<file path="src/rtl/owrst_pkg.sv">
package owrst_pkg;
  typedef enum logic [1:0] {
    ST_IDLE = 2'd0,
    ST_LOW  = 2'd1,
    ST_REL  = 2'd2
  } owrst_state_e;

  function automatic int unsigned cnt_width(input int unsigned n);
    return (n > 1) ? $clog2(n) : 1;
  endfunction
endpackage

</file>
<file path="src/rtl/owrst_tick.sv">
module owrst_tick #(
  parameter int unsigned DIV = 50
) (
  input  logic clk,
  input  logic rst,
  input  logic restart,
  output logic tick
);
  localparam int unsigned W = owrst_pkg::cnt_width(DIV);
  localparam logic [W-1:0] LAST = W'(DIV - 1);

  logic [W-1:0] cnt;

  always_ff @(posedge clk) begin
    if (rst || restart) begin
      cnt <= '0;
    end else if (cnt == LAST) begin
      cnt <= '0;
    end else begin
      cnt <= cnt + 1'b1;
    end
  end

  assign tick = (cnt == LAST);
endmodule

</file>
<file path="src/rtl/owrst_sync.sv">
module owrst_sync #(
  parameter int unsigned STAGES = 2
) (
  input  logic clk,
  input  logic rst,
  input  logic d,
  output logic q
);
  logic [STAGES-1:0] chain;

  generate
    if (STAGES == 1) begin : g_one
      always_ff @(posedge clk) begin
        if (rst) chain <= '1;
        else     chain <= d;
      end
    end else begin : g_many
      always_ff @(posedge clk) begin
        if (rst) chain <= '1;
        else     chain <= {chain[STAGES-2:0], d};
      end
    end
  endgenerate

  assign q = chain[STAGES-1];
endmodule

</file>
<file path="src/rtl/owrst_seq.sv">
module owrst_seq #(
  parameter int unsigned LOW_US    = 480,
  parameter int unsigned SAMPLE_US = 64,
  parameter int unsigned REL_US    = 480
) (
  input  logic clk,
  input  logic rst,
  input  logic start,
  input  logic tick,
  input  logic line_s,
  output logic restart,
  output logic drive_low,
  output logic busy,
  output logic done,
  output logic presence
);
  import owrst_pkg::*;

  localparam int unsigned MAXUS = (LOW_US > REL_US) ? LOW_US : REL_US;
  localparam int unsigned UW    = cnt_width(MAXUS);
  localparam logic [UW-1:0] LOW_LAST = UW'(LOW_US - 1);
  localparam logic [UW-1:0] SMP_LAST = UW'(SAMPLE_US - 1);
  localparam logic [UW-1:0] REL_LAST = UW'(REL_US - 1);

  owrst_state_e state;
  logic [UW-1:0] us_cnt;

  assign restart = start && (state == ST_IDLE);

  always_ff @(posedge clk) begin
    if (rst) begin
      state     <= ST_IDLE;
      us_cnt    <= '0;
      drive_low <= 1'b0;
      busy      <= 1'b0;
      done      <= 1'b0;
      presence  <= 1'b0;
    end else begin
      done <= 1'b0;
      unique case (state)
        ST_IDLE: begin
          if (start) begin
            state     <= ST_LOW;
            drive_low <= 1'b1;
            busy      <= 1'b1;
            us_cnt    <= '0;
          end
        end
        ST_LOW: begin
          if (tick) begin
            if (us_cnt == LOW_LAST) begin
              state     <= ST_REL;
              drive_low <= 1'b0;
              us_cnt    <= '0;
            end else begin
              us_cnt <= us_cnt + 1'b1;
            end
          end
        end
        ST_REL: begin
          if (tick) begin
            if (us_cnt == SMP_LAST) presence <= ~line_s;
            if (us_cnt == REL_LAST) begin
              state  <= ST_IDLE;
              busy   <= 1'b0;
              done   <= 1'b1;
              us_cnt <= '0;
            end else begin
              us_cnt <= us_cnt + 1'b1;
            end
          end
        end
        default: begin
          state     <= ST_IDLE;
          drive_low <= 1'b0;
          busy      <= 1'b0;
        end
      endcase
    end
  end
endmodule

</file>
<file path="src/rtl/owrst_top.sv">
module owrst_top #(
  parameter int unsigned CLK_PER_US  = 50,
  parameter int unsigned LOW_US      = 480,
  parameter int unsigned SAMPLE_US   = 64,
  parameter int unsigned REL_US      = 480,
  parameter int unsigned SYNC_STAGES = 2
) (
  input  logic clk,
  input  logic rst,
  input  logic start,
  input  logic line_in,
  output logic line_oe,
  output logic busy,
  output logic done,
  output logic presence
);
  logic tick;
  logic restart;
  logic line_s;

  owrst_tick #(.DIV(CLK_PER_US)) u_tick (
    .clk     (clk),
    .rst     (rst),
    .restart (restart),
    .tick    (tick)
  );

  owrst_sync #(.STAGES(SYNC_STAGES)) u_sync (
    .clk (clk),
    .rst (rst),
    .d   (line_in),
    .q   (line_s)
  );

  owrst_seq #(
    .LOW_US    (LOW_US),
    .SAMPLE_US (SAMPLE_US),
    .REL_US    (REL_US)
  ) u_seq (
    .clk       (clk),
    .rst       (rst),
    .start     (start),
    .tick      (tick),
    .line_s    (line_s),
    .restart   (restart),
    .drive_low (line_oe),
    .busy      (busy),
    .done      (done),
    .presence  (presence)
  );
endmodule

</file>
<file path="config.mk">
export PLATFORM = sky130hd
export DESIGN_NAME = owrst_top
export DESIGN_NICKNAME = d
export VERILOG_FILES = /design/src/rtl/owrst_pkg.sv /design/src/rtl/owrst_tick.sv /design/src/rtl/owrst_sync.sv /design/src/rtl/owrst_seq.sv /design/src/rtl/owrst_top.sv
export SDC_FILE = /design/constraint.sdc
export NUM_CORES = 1
export LEC_CHECK = 0
export ABC_AREA = 1
export BUFFER_PORTS_ARGS = -buffer_cell sky130_fd_sc_hd__buf_4
export CAP_MARGIN = 20
export CORE_MARGIN = 10
export CORE_UTILIZATION = 25
export DETAILED_ROUTE_END_ITERATION = 10
export GPL_ROUTABILITY_DRIVEN = 0
export GPL_TIMING_DRIVEN = 0
export PLACE_DENSITY = 0.4
export SYNTH_ARGS = -nofsm -noshare
export SYNTH_HDL_FRONTEND = slang
export SYNTH_SLANG_ARGS = --single-unit
</file>
<file path="constraint.sdc">
create_clock -name clk -period 2.9 [get_ports clk]
set_input_delay 0.145 -clock clk [delete_from_list [all_inputs] [get_ports clk]]
set_output_delay 0.145 -clock clk [all_outputs]
set_load 0.02 [all_outputs]
</file>
==> run metrics <==
post-cts gate resize count 0; Initial DRT Pass Iterations 4; worst-case clock buffer depth 2; die outline height 89.1 µm; maximum achievable frequency 563 MHz; average cell area after synthesis 7.64 µm²; total of warnings raised by yosys 0; total cell area at the placement stage 0.00131 mm²; top area cells in the synthesized netlist dfxtp_1, nand2_1, ha_1; fin nets 179; Leakage between 0.5 and 0.6 nW; largest net degree at the start of global routing 13; power density over the cells 771 mW/mm²; Core Rows 25; synthesized area ~0.0012 mm²; Critical Path Source Type flip-flop; register-to-register setup slack 1.13 ns; drt via density approximately 4.3; core region area 0.00466 mm²; data arrival time at the worst-slack endpoint 1.93 ns; hold_buf cts 0; Remaining Overflow, GRT 0; CTS tree built; Clock H-tree levels 1; post-route cell area about 0.0014 mm²; Inserted Clock Buffers 3; share of cells above drive strength 1 21.6%; Final Routed Wirelength about 2400 µm; PnR worst setup slack around 1.1 ns; ant diodes 0; Syn Nets 167; DPL Wire Length 1900 µm; Total Routing Usage GR 6.96%; Post-Route Utilization 29.1%; floorplan die width just under 90 µm; number of hold violations in the final report 0; clock tree root driver cell clkbuf_8; number of port buffers 7; worst setup timing slack at the placement stage 1.11 ns; commonest non-fill, non-tap cell in the layout nand2_1; clock skew 0.00134 ns; first-pass GRT wire length 4300 µm; number of vias in the routed layout 945; buffers inserted during post-CTS setup optimization 0; minimum clock period 1.78 ns; Worst VDD drop ~0.00031 V; post-synthesis to final-layout area growth 13.9%; worst relative slew slack 66.1%; overall die area 0.00793 mm²; maximum fanout encountered on the critical timing path 5; effective utilization at floorplan 25.6%; CP Cell Sequence inv_1 -> ha_1 -> inv_1 -> a21oi_2 -> nand2_4 -> inv_2 -> nand2_1 -> nand2_2 -> inv_2 -> nand2_1 -> nor2_2; critical setup path kind reg -> reg; number of nets with antenna violations after detailed routing 0; post-synthesis sequential element count 23; element type at the critical path end flip-flop; count of cell types in the netlist 27; largest stage delay on the critical path 0.36 ns; library cell with the largest summed area after synthesis dfxtp_1; unrepaired setup endpoints after global routing no; max-cap violations 0; antenna violations before repair 0; final setup TNS 0 ns; number of instances in the synthesized netlist 156; Final Max Tran Viols 0; Critical Path Slowest Stage Cell dfxtp_1; mean routed wirelength per cell 10.9 µm; number of remaining DRC errors 0; WP data required 3.06 ns; Hold WC Path Type in -> reg; fraction of synthesized cell area taken by the top area cell type 38.6%; TritonCTS sink count 23; commonest cells after routing, fill and taps aside nand2_1, dfxtp_1, inv_1; worst-margin pin slew 0.506 ns; Clock Latency Late Sink around 0.26 ns; result of the run complete, no violations; final period utilization 61.2%; initial DRC count 46; share of synthesized area occupied by flip-flops and latches 38.6%; I/O pin cnt 8; vias in the first global route 927; clock transition at the registers of the reported paths 0.08 ns; number of endpoints failing setup at the final stage 0
routing by layer:
metal	routed length [µm]	GRT usage, %	vias to the layer above
li1	-	-	527
met1	1260	8.97	408
met2	1020	10.4	8
met3	108	2.73	2
met4	23	2.17	0
met5	0	0	-
through the flow:
stage          instances  total power, mW  hold WS [ns]
6_report             221             1.05        0.0687
5_1_grt              221             1.15        0.0670
4_1_cts              221             1.07        0.0587
3_5_place_dp         217            0.860         0.338
3_3_place_gp         217            0.857         0.343
2_1_floorplan        156            0.749         0.214
registers in the layout (all words and copies together), names as in the netlist:
name             flops
u_tick.cnt           6
u_sync.chain         2
u_seq.state          2
u_seq.done           1
u_seq.busy           1
u_seq.presence       1
u_seq.us_cnt         9
u_seq.drive_low      1
final cells by class:
class / instances / area [µm²]
Fill cell: 508 / 3300
Multi-Input combinational cell: 111 / 642
Sequential cell: 23 / 460
Inverter: 21 / 78.8
Tap cell: 54 / 67.6
Timing Repair Buffer: 7 / 52.6
Clock buffer: 4 / 45.0
Buffer: 1 / 11.3
worst max-delay path, delay by kind of cell, from the launching register on:
family | cells | cell delay (ns)
and+or+nand+nor | 5 | 0.38
DFF | 1 | 0.36
adders and majority gates | 1 | 0.36
buffers and inverters | 4 | 0.35
AOI/OAI and AO/OA | 1 | 0.20
where the power goes:
part           internal, mW  total (mW)  switching, mW
Combinational         0.163       0.457          0.294
Clock                0.0979       0.199          0.101
Sequential            0.358       0.390         0.0323
synthesized netlist by cell type:
cell type,count
nor4_1,1
a31oi_1,1
nand3_2,3
nor2_2,6
and3_1,1
nor2_4,1
nor3_1,5
nand4_1,5
nand4_2,1
inv_1,18
dfxtp_1,23
xnor2_1,1
or2_2,4
o211ai_1,1
buf_6,1
ha_1,7
a21oi_2,1
nand3_1,8
inv_2,3
nand2_4,1
a21oi_1,8
nor2_1,17
o21ai_1,3
nand2_1,24
nand2_2,5
o21ai_0,4
xor2_1,3
cells by family after synthesis:
group | Yosys count | synth area share [%]
AO/OA/AOI/OAI | 18 | 8.19
XOR/XNOR | 4 | 2.94
AND/OR/NAND/NOR | 82 | 35.4
flip-flops | 23 | 38.6
buffers and inverters | 22 | 7.55
adder cells (fa/ha/maj) | 7 | 7.34
path summary, 6_finish.rpt:
path	from	endpoint	cells past startpoint
max	u_seq.state[1]$_SDFFE_PP0P_	u_seq.us_cnt[5]$_SDFFE_PP0P_	11
min reg2reg	u_sync.chain[0]$_SDFF_PP1_	u_sync.chain[1]$_SDFF_PP1_	1
min	line_in	u_sync.chain[0]$_SDFF_PP1_	2
max reg2reg	u_seq.state[1]$_SDFFE_PP0P_	u_seq.us_cnt[5]$_SDFFE_PP0P_	11
Power figures use the tool's default switching activity.
